File: config.mk
export PLATFORM = sky130hd
export DESIGN_NAME = prec_cq
export DESIGN_NICKNAME = d
export VERILOG_FILES = /design/src/rtl/cq_pkg.sv /design/src/rtl/cq_occupancy.sv /design/src/rtl/cq_vec_map.sv /design/src/rtl/cq_store_gate.sv /design/src/rtl/prec_cq.sv
export SDC_FILE = /design/constraint.sdc
export NUM_CORES = 1
export LEC_CHECK = 0
export BUFFER_PORTS_ARGS = -buffer_cell sky130_fd_sc_hd__buf_2
export CELL_PAD_IN_SITES_DETAIL_PLACEMENT = 0
export CELL_PAD_IN_SITES_GLOBAL_PLACEMENT = 2
export CORE_MARGIN = 4
export CORE_UTILIZATION = 30
export DETAILED_ROUTE_END_ITERATION = 7
export MAX_ROUTING_LAYER = met4
export PLACE_DENSITY = 0.78
export SYNTH_ARGS = -nofsm -noshare
export SYNTH_HDL_FRONTEND = slang
export SYNTH_SLANG_ARGS = --single-unit
File: constraint.sdc
create_clock -name clk -period 5.4 [get_ports clk]
set_clock_uncertainty 0.1 [all_clocks]
set_input_delay 0.81 -clock clk [delete_from_list [all_inputs] [get_ports clk]]
set_output_delay 0.81 -clock clk [all_outputs]
set_load 0.02 [all_outputs]
File: src/rtl/cq_pkg.sv
package cq_pkg;

   typedef enum logic [1:0] {
      CLS_INT = 2'd0,
      CLS_BR  = 2'd1,
      CLS_CC  = 2'd2
   } cq_class_e;

   localparam logic [15:0] GEN_OFFSET = 16'h0700;

   // Handler offset for the debug cause codes.
   function automatic logic [15:0] dbg_offset(input logic [1:0] code);
      case (code)
         2'd0:    return 16'h1D00;
         2'd1:    return 16'h1C00;
         2'd2:    return 16'h1E00;
         default: return 16'h1F00;
      endcase
   endfunction

endpackage

File: src/rtl/cq_occupancy.sv
module cq_occupancy #(
   parameter int DEPTH   = 6,
   parameter int INT_MAX = 4,
   parameter int CNTW    = 3
) (
   input  logic            clk,
   input  logic            rst_n,
   input  logic            push,
   input  logic            push_int,
   input  logic            pop,
   input  logic            pop_int,
   input  logic            flush,
   output logic [CNTW-1:0] count,
   output logic [CNTW-1:0] int_count,
   output logic            full,
   output logic            int_full
);

   always_ff @(posedge clk or negedge rst_n) begin
      if (!rst_n) begin
         count     <= '0;
         int_count <= '0;
      end else if (flush) begin
         count     <= '0;
         int_count <= '0;
      end else begin
         count     <= count + CNTW'(push) - CNTW'(pop);
         int_count <= int_count + CNTW'(push_int) - CNTW'(pop_int);
      end
   end

   assign full     = (count == CNTW'(DEPTH));
   assign int_full = (int_count == CNTW'(INT_MAX));

endmodule

File: src/rtl/cq_vec_map.sv
module cq_vec_map #(
   parameter int AW = 32,
   parameter int CW = 2
) (
   input  logic [AW-1:0] base,
   input  logic [CW-1:0] cause,
   output logic [AW-1:0] vector
);

   logic [15:0] off;

   if (AW < 16) begin : g_bad_aw
      $error("cq_vec_map: AW must be at least 16");
   end
   if (CW < 2) begin : g_bad_cw
      $error("cq_vec_map: CW must be at least 2");
   end

   generate
      if (CW == 2) begin : g_exact
         always_comb off = cq_pkg::dbg_offset(cause);
      end else begin : g_wide
         always_comb begin
            if (cause[CW-1:2] != '0) off = cq_pkg::GEN_OFFSET;
            else                     off = cq_pkg::dbg_offset(cause[1:0]);
         end
      end
   endgenerate

   assign vector = base + AW'(off);

endmodule

File: src/rtl/cq_store_gate.sv
module cq_store_gate #(
   parameter int DEPTH = 6,
   parameter int IDXW  = 3
) (
   input  logic [IDXW-1:0]  head,
   input  logic [DEPTH-1:0] valid,
   input  logic [DEPTH-1:0] done,
   input  logic [DEPTH-1:0] exc,
   input  logic [DEPTH-1:0] store,
   output logic [DEPTH-1:0] ok
);

   always_comb begin
      logic clean;
      int   idx;
      ok    = '0;
      clean = 1'b1;
      for (int k = 0; k < DEPTH; k++) begin
         idx = int'(head) + k;
         if (idx >= DEPTH) idx = idx - DEPTH;
         if (valid[IDXW'(idx)] && store[IDXW'(idx)] && (k == 0 || clean))
            ok[IDXW'(idx)] = 1'b1;
         clean = clean & (~valid[IDXW'(idx)] |
                          (done[IDXW'(idx)] & ~exc[IDXW'(idx)]));
      end
   end

endmodule

File: src/rtl/prec_cq.sv
module prec_cq #(
   parameter int DEPTH   = 6,
   parameter int INT_MAX = 4,
   parameter int AW      = 32,
   parameter int SW      = 32,
   parameter int CW      = 2,
   localparam int IDXW   = (DEPTH > 1) ? $clog2(DEPTH) : 1,
   localparam int CNTW   = $clog2(DEPTH + 1)
) (
   input  logic             clk,
   input  logic             rst_n,
   input  logic             disp_valid,
   input  logic [1:0]       disp_class,
   input  logic             disp_store,
   input  logic [AW-1:0]    disp_pc,
   output logic             disp_ready,
   output logic [IDXW-1:0]  disp_tag,
   input  logic             fin_valid,
   input  logic [IDXW-1:0]  fin_tag,
   input  logic             fin_exc,
   input  logic [CW-1:0]    fin_cause,
   output logic             retire_valid,
   output logic [AW-1:0]    retire_pc,
   input  logic [AW-1:0]    vec_base,
   input  logic [SW-1:0]    status_in,
   output logic             exc_take,
   output logic [AW-1:0]    exc_vector,
   output logic [AW-1:0]    save_pc,
   output logic [SW-1:0]    save_status,
   input  logic             rfi_req,
   output logic             msr_wr_en,
   output logic [SW-1:0]    msr_wr_data,
   output logic [DEPTH-1:0] st_ok
);

   import cq_pkg::*;

   if (DEPTH < 2) begin : g_bad_depth
      $error("prec_cq: DEPTH must be at least 2");
   end
   if (INT_MAX < 1 || INT_MAX > DEPTH) begin : g_bad_int
      $error("prec_cq: INT_MAX must lie in 1..DEPTH");
   end

   // Pointers and per-slot state views
   logic [IDXW-1:0]  head_q, tail_q;
   logic [DEPTH-1:0] v_valid, v_done, v_exc, v_store, v_int;
   logic [CW-1:0]    cause_arr [DEPTH];
   logic [AW-1:0]    pc_arr    [DEPTH];

   logic             do_push, do_pop, do_take, disp_is_int, pop_is_int;
   logic [CNTW-1:0]  occ_count, occ_int;
   logic             occ_full, occ_int_full;

   function automatic logic [IDXW-1:0] ptr_next(input logic [IDXW-1:0] p);
      return (p == IDXW'(DEPTH - 1)) ? '0 : p + 1'b1;
   endfunction

   assign disp_is_int = (disp_class == CLS_INT);
   assign do_take     = v_valid[head_q] & v_done[head_q] & v_exc[head_q];
   assign do_pop      = v_valid[head_q] & v_done[head_q] & ~v_exc[head_q];
   assign pop_is_int  = do_pop & v_int[head_q];
   assign disp_ready  = ~occ_full & ~(disp_is_int & occ_int_full) & ~do_take;
   assign do_push     = disp_valid & disp_ready;
   assign disp_tag    = tail_q;

   // Entry storage, one slot per generate iteration
   for (genvar i = 0; i < DEPTH; i++) begin : g_slot
      logic          s_valid, s_done, s_exc, s_store, s_int;
      logic [CW-1:0] s_cause;
      logic [AW-1:0] s_pc;
      logic          hit_push, hit_pop, hit_fin;

      assign hit_push = do_push && (tail_q == IDXW'(i));
      assign hit_pop  = do_pop && (head_q == IDXW'(i));
      assign hit_fin  = fin_valid && (fin_tag == IDXW'(i)) && s_valid;

      always_ff @(posedge clk or negedge rst_n) begin
         if (!rst_n) begin
            s_valid <= 1'b0;
            s_done  <= 1'b0;
            s_exc   <= 1'b0;
            s_store <= 1'b0;
            s_int   <= 1'b0;
            s_cause <= '0;
            s_pc    <= '0;
         end else if (do_take) begin
            s_valid <= 1'b0;
            s_done  <= 1'b0;
            s_exc   <= 1'b0;
         end else if (hit_push) begin
            s_valid <= 1'b1;
            s_done  <= 1'b0;
            s_exc   <= 1'b0;
            s_cause <= '0;
            s_store <= disp_store;
            s_int   <= disp_is_int;
            s_pc    <= disp_pc;
         end else if (hit_pop) begin
            s_valid <= 1'b0;
         end else if (hit_fin) begin
            s_done  <= 1'b1;
            s_exc   <= fin_exc;
            s_cause <= fin_cause;
         end
      end

      assign v_valid[i]   = s_valid;
      assign v_done[i]    = s_done;
      assign v_exc[i]     = s_exc;
      assign v_store[i]   = s_store;
      assign v_int[i]     = s_int;
      assign cause_arr[i] = s_cause;
      assign pc_arr[i]    = s_pc;
   end

   // Head and tail pointers; a taken exception rewinds both
   always_ff @(posedge clk or negedge rst_n) begin
      if (!rst_n) begin
         head_q <= '0;
         tail_q <= '0;
      end else if (do_take) begin
         head_q <= '0;
         tail_q <= '0;
      end else begin
         if (do_pop)  head_q <= ptr_next(head_q);
         if (do_push) tail_q <= ptr_next(tail_q);
      end
   end

   cq_occupancy #(
      .DEPTH(DEPTH), .INT_MAX(INT_MAX), .CNTW(CNTW)
   ) u_occ (
      .clk(clk), .rst_n(rst_n),
      .push(do_push), .push_int(do_push & disp_is_int),
      .pop(do_pop), .pop_int(pop_is_int),
      .flush(do_take),
      .count(occ_count), .int_count(occ_int),
      .full(occ_full), .int_full(occ_int_full)
   );

   cq_vec_map #(.AW(AW), .CW(CW)) u_vec (
      .base(vec_base), .cause(cause_arr[head_q]), .vector(exc_vector)
   );

   cq_store_gate #(.DEPTH(DEPTH), .IDXW(IDXW)) u_stg (
      .head(head_q), .valid(v_valid), .done(v_done), .exc(v_exc),
      .store(v_store), .ok(st_ok)
   );

   assign retire_valid = do_pop;
   assign retire_pc    = pc_arr[head_q];
   assign exc_take     = do_take;

   // Saved state and status restore
   always_ff @(posedge clk or negedge rst_n) begin
      if (!rst_n) begin
         save_pc     <= '0;
         save_status <= '0;
         msr_wr_en   <= 1'b0;
         msr_wr_data <= '0;
      end else begin
         if (do_take) begin
            save_pc     <= pc_arr[head_q];
            save_status <= status_in;
         end
         msr_wr_en <= rfi_req;
         if (rfi_req) msr_wr_data <= save_status;
      end
   end

endmodule

* Word-level counts from Yosys, hierarchy flattened *
Cells that the tools add are included.
Widths: inputs -> output; s select.

word-level totals
  bits in registers = 343
  input bits = 110
  output and inout bits = 173
  logic and storage cells = 443

cells by class
  $add $sub $neg = 18
  $lt $le $gt $ge = 20
  equality and inequality tests = 31
  multiplexer cells = 197
  bitwise logic cells = 43
  reduce and logical (&&, ||, !) cells = 84

operators with widths
  kind                 number
  $mux 1               120
  $bmux 32 s3          1
  $bmux 1 s3           26
  $mux 32              2
  $mux 3               14
  $logic_and 1x1->1    41
  $mux 2               20
  $mux 6               6
  $reduce_bool 3->1    12
  $add 32x13->32       1
  $lt 3x5->1 const B   6
  $or 6x6->6           5
  $pmux 10 s3          1
  $eq 3x3->1 const B   8
  $reduce_and 2->1     12
  $ge 4x3->1 const B   5
  $and 1x1->1          18
  $demux 1 s3          6
  $eq 3x2->1 const B   6
  $ge 3x1->1 const B   6
  $ne 3x3->1 const B   6
  $reduce_and 3->1     6
  $reduce_bool 2->1    8
  $sub 3x2->3 const B  5
  20 further kinds     52

* Longest topological paths before layout *
  depth in word-level cells = 18
  gate-level depth with buffers = 20
  mapped depth without buffers = 14

* Modules after synthesis *
A second synthesis with hierarchy kept.

second synthesis, totals
  cells, all modules = 1448
  area total of the unflattened synthesis = 17340.4 um2

modules (own cells, without submodules)
  module         instances  cells an instance  area an instance (um2)  sequential area each (um2)
  prec_cq        1          1164               15089.5                 8433.1
  cq_store_gate  1          185                1350.0                  0.0
  cq_vec_map     1          71                 551.8                   0.0
  cq_occupancy   1          28                 349.1                   150.1

* Worst setup path before layout *
OpenSTA, ideal clock, no wires.

  path kind = register to output
  from = reg head_q[0]
  to = out exc_vector[31]
  arrival time = 4046 ps
  data required time = 4490 ps
  setup slack = 444 ps
  stages on the path, launching flop included = 21
  buffers on the path = 6
  path through = dfrtp_1 -> buf_4 -> buf_2 -> buf_2 -> buf_2 -> buf_2 -> buf_2 -> mux2i_1 -> nor2_1 -> a21oi_1 -> inv_1 -> ha_1 -> or2_2 -> ha_1 -> a21oi_1 -> nand2_1 -> and3_1 -> nand2b_1 -> nor2_1 -> nand3_1 -> xnor2_1

between the ends
  cells in the longest elaborated chain, start to end = 7
  elaborated cells on any way between the ends = 9
  classes of those cells = 1 x add/sub; 2 x eq/ne; 4 x mux; 1 x bitwise; 1 x reduce/logical

ends and longest elaborated chain
  item                                           line              RTL
  from (decl)                                    prec_cq.sv:46     logic [IDXW-1:0] head_q, tail_q;
  from (signal assigned)                         prec_cq.sv:126    if (do_pop) head_q <= ptr_next(head_q);
  $not 3->4 (not written as such) (*)            prec_cq.sv:143    .base(vec_base), .cause(cause_arr[head_q]), .vector(exc_vector)
  $bmux 2 s3 (*)                                 prec_cq.sv:143
  $mux 2 (not written as such) (*) (2 in a row)  prec_cq.sv:143
  $eq 2x2->1, or another cell as far along       cq_pkg.sv:13      case (code)
  $pmux 10 s3 (*)                                cq_pkg.sv:13
  $add 32x13->32 (*)                             cq_vec_map.sv:30  assign vector = base + AW'(off);
  to (decl)                                      prec_cq.sv:27     output logic [AW-1:0] exc_vector,

Every way passes the cells marked *; elsewhere a longest branch is shown, timed or not. The select of a mux whose other input is x is not followed.

* Worst setup path in the final report *
  from = reg head_q[1]
  to = out st_ok[3]

between the ends
  cells in the longest elaborated chain, start to end = 18
  elaborated cells on any way between the ends = 165
  classes of those cells = 11 x add/sub; 18 x order compare; 90 x mux; 29 x bitwise; 17 x reduce/logical

ends and longest elaborated chain
  item                                                 line                 RTL
  branches (longest 17 deep; another with $lt 3x5->1)  -
  $mux 6 (*)                                           cq_store_gate.sv:21  if (valid[IDXW'(idx)] && store[IDXW'(idx)] && (k == 0 || clean))
  to (decl)                                            prec_cq.sv:33        output logic [DEPTH-1:0] st_ok

Every way passes the cells marked *. The select of a mux whose other input is x is not followed.

==> reports/qor.csv <==
stage,metric,value,unit
run_status,status,completed,
synthesis,post-synthesis async set-or-reset flop share,1.00,
synthesis,cell count after synthesis,1569,
pwr,P_int,0.00809,W
sta,post-layout min period,5.01,ns
worst_hold_path,Tightest Hold Check Type,input pin to async pin,
worst_setup_path,CP endpoint kind,output port,
worst_setup_path,worst path cell trace,clkinv_1 > ha_1 > nand3b_1 > o21ai_0 > a222oi_1 > inv_1 > nor2_1 > o221ai_1 > a22oi_1 > buf_2,
synthesis,simple-gate portion of the synthesized area,0.160,
sta,final worst-path cycle share,0.927,
placement,hpwl dp,32900,um
pwr,Seq pwr share,0.342,
worst_setup_path,"reg-to-reg slack, setup",1.26,ns
cts,Longest Clk Path Bufs,3,
floorplanning,core area,55300,um^2
sta,Worst slew margin,0.239,
pwr,Combinational Power Share,0.460,
worst_setup_path,reg2reg start,head_q[0],
grt,first-pass GRT wire length,79000,um
cells_and_area,fin area,20200,um^2
sta,Final Hold Fails,0,
sta,unrepaired setup endpoints after global routing,no,
sta,Final setup viols,0,
flow_run,Max-Cap Viols,0,
sta,post-route setup TNS,0,ns
floorplanning,Die ar.,59900,um^2
floorplanning,Die Y,245,um
worst_setup_path,Worst Reg-to-Reg Cells,9,
grt,global route overflow,0,
worst_setup_path,Top delay family on crit path,compound AO/OA/AOI/OAI gates,
sta,worst-margin pin slew,1.14,ns
grt,largest net degree at the start of global routing,119,
cts,Num CTS Buffers,41,
synthesis,cell taking the most area after synthesis,dfrtp_1,
worst_setup_path,"Largest stage delay, worst path",0.59,ns
synthesis,"Seq/Total Area, Yosys",0.510,
route,routed vias/inst,4.88,
route,via count,12600,
worst_setup_path,CP Launch Type,flop,
route,routed len/inst,19.8,um
synthesis,Seq cells post-synth,343,
route,post-route ant nets,0,
worst_setup_path,Worst EP arrival,4.10,ns
pwr,clock network power share,0.198,
sta,Max Freq,200,MHz
grt,vias in the first global route,13000,
synthesis,largest family of logic cells by synthesized area,multiplexers,
synthesis,Synth area leaders,"dfrtp_1 (51%), nand2_1 (10%), mux2_2 (9.9%), mux4_2 (5.1%), mux2i_1 (3.3%)",
route,number of detailed-route iterations in the first pass,5,
cells_and_area,Synth-to-Final Area Change,20.1,%
grt,initial antenna violation count,7,
worst_setup_path,WP buf/inv,3,
synthesis,mux cell area share after synthesis,0.209,
pwr,Pleak,9.52,nW
worst_setup_path,R2R Path End,g_slot[3].s_pc[4],
synthesis,Synth Warn #,0,
pwr,Switching Share,0.414,
floorplanning,Initial Utilization,0.304,
route,initial DRC count,672,
cts,CTS tree,done,
floorplanning,Die W,245,um
grt,gr usage total,0.171,
floorplanning,io pins,283,
pwr,NetSw,0.00571,W
synthesis,Synth Area in XOR/XNOR,0.0151,
worst_setup_path,CP Class,flop to output port,
cts,clk sinks,343,
route,Post-route DRC,0,
cells_and_area,Nets,1924,
sta,Final Max Slew Viols,0,
synthesis,Syn Area/Cell,10.7,um^2
route,final wirelength,50900,um
cts,H-tree depth,2,
worst_setup_path,"Slowest-stage cell, CP",dfrtp_2,
floorplanning,row cnt,86,
cts,clk_lat worst skew,0.56,ns
worst_setup_path,WP data required,4.49,ns
placement,area post-placement,18900,um^2
cts,clk root buf,clkbuf_16,
cells_and_area,most frequent cells in the layout,"nand2_1 (469), dfrtp_1 (341), buf_2 (263)",
cts,Clock Pin Slew Worst Setup and Hold Paths,0.06,ns
cells_and_area,share of cells above drive strength 1,0.323,
synthesis,Post-synth EDFFs,0,
placement,Port Buffers,264,
synthesis,Synth Area in Adders,0.0170,
cells_and_area,"Core Util, Final",0.365,
synthesis,synthesized cell area,16800,um^2
synthesis,ys flop type,dfrtp_1,
worst_setup_path,CP max FO,14,
placement,routability cong.,0.857,
pwr,pwr dens,683,nW/um^2
synthesis,Yosys cell types,69,
synthesis,Synth Area in Compound Gates,0.0547,
synthesis,Yosys top cell area share,0.510,
pwr,maximum vdd drop,0.375,mV
cells_and_area,"commonest non-fill, non-tap cell in the layout",nand2_1,
## kinds of logic (layout without fill, tap and decap cells)
group                    count (synthesis)  in the layout
adder cells (fa/ha/maj)                 21             21
XOR/XNOR                                29             29
AO/OA/AOI/OAI                          145            145
multiplexers                           271            271
other                                    1              9
buffers and inverters                  124            376
AND/OR/NAND/NOR                        635            635
flip-flops                             343            343
## cells in the mapped netlist, types with 3 or more instances
cell type	n
a211oi_1	6
a21o_1	3
a21oi_1	24
a22o_1	3
a22oi_1	4
a311oi_1	3
a31oi_1	9
a32o_1	4
a32oi_1	3
and2_1	11
and3_1	10
and3b_1	4
buf_1	8
buf_2	27
buf_4	12
buf_6	3
clkbuf_1	50
dfrtp_1	343
fa_1	3
ha_1	18
inv_1	20
mux2_2	148
mux2_4	29
mux2i_1	56
mux4_2	38
nand2_1	470
nand2b_1	8
nand3_1	27
nand3b_1	6
nand4_1	4
nor2_1	39
nor2b_1	15
nor3_1	16
nor3b_1	4
nor4_1	6
o21ai_0	60
o22ai_1	5
o31ai_1	3
or2_2	5
xnor2_1	23
xor2_1	6
## cell type report
type                    instances  area, um^2
inverters                      23        87.6
well taps                     748         936
repair buffers                281        1530
diodes                          7        17.5
fillers                      5601       35100
multi-input cells            1103        7730
clock buffers                  55        1140
flip-flops and latches        343        8590
clock inverters                17         174
## repair_timing
| action | CTS | global route |
|---|---|---|
| hold buffers | 0 | 0 |
| gates resized for setup | 0 | 2 |
| setup buffers | 0 | 1 |
| endpoints found under the setup margin | 0 | 5 |
## flip-flops by register name (all words and copies together), names as in the netlist
| name | count |
|---|---|
| save_pc | 32 |
| g_slot.s_int | 6 |
| u_occ.count | 3 |
| g_slot.s_cause | 12 |
| g_slot.s_valid | 6 |
| g_slot.s_exc | 6 |
| msr_wr_data | 32 |
| u_occ.int_count | 3 |
| g_slot.s_pc | 192 |
| g_slot.s_store | 6 |
| head_q | 3 |
| g_slot.s_done | 6 |
| save_status | 32 |
| disp_tag | 3 |
| msr_wr_en | 1 |
## worst reg2reg max path, stage by stage (launching register included)
cell	delay [ns]
dfrtp_4	0.67
buf_12	0.57
and3b_1	0.25
o21ai_0	0.39
mux2_4	0.32
o21ai_4	0.11
inv_2	0.16
and2_2	0.51
buf_4	0.55
mux2_2	0.41
## worst max path at each step
stage                    from              to  slack, ns  cells after the start
global route        head_q[0]  exc_vector[31]        0.1                     14
detailed placement  head_q[0]  exc_vector[29]       0.84                     14
floorplan           head_q[0]  exc_vector[31]       0.44                     20
global placement    head_q[0]  exc_vector[29]       0.82                     14
finish              head_q[1]        st_ok[3]       0.39                     10
CTS                 head_q[0]  exc_vector[29]       0.21                     14
## stage by stage
step	total power [W]	setup WS [ns]	instances	hold WS, ns
5_1_grt	0.0148	0.0974	2576	0.316
4_1_cts	0.0140	0.214	2569	0.283
3_5_place_dp	0.0112	0.845	2497	0.359
2_1_floorplan	0.00900	0.444	1570	0.341
6_report	0.0138	0.395	2577	0.286
3_3_place_gp	0.0110	0.819	2497	0.353
## power by group through the flow
stage | logic (W) | clock network (W) | registers [W]
finish | 0.00635 | 0.00273 | 0.00472
global route | 0.00698 | 0.00293 | 0.00489
CTS | 0.00641 | 0.00283 | 0.00474
detailed placement | 0.00640 | 0 | 0.00476
global placement | 0.00631 | 0 | 0.00472
floorplan | 0.00415 | 0 | 0.00485
## layer usage
metal | vias to the layer above | global-route usage | share of wire
met5 | - | - | 0
met4 | 0 | 0.0398 | 0.021
met3 | 73 | 0.0375 | 0.055
met2 | 299 | 0.275 | 0.48
met1 | 6409 | 0.223 | 0.44
li1 | 5806 | - | -
Note: power is estimated with default switching activity, not from simulation.
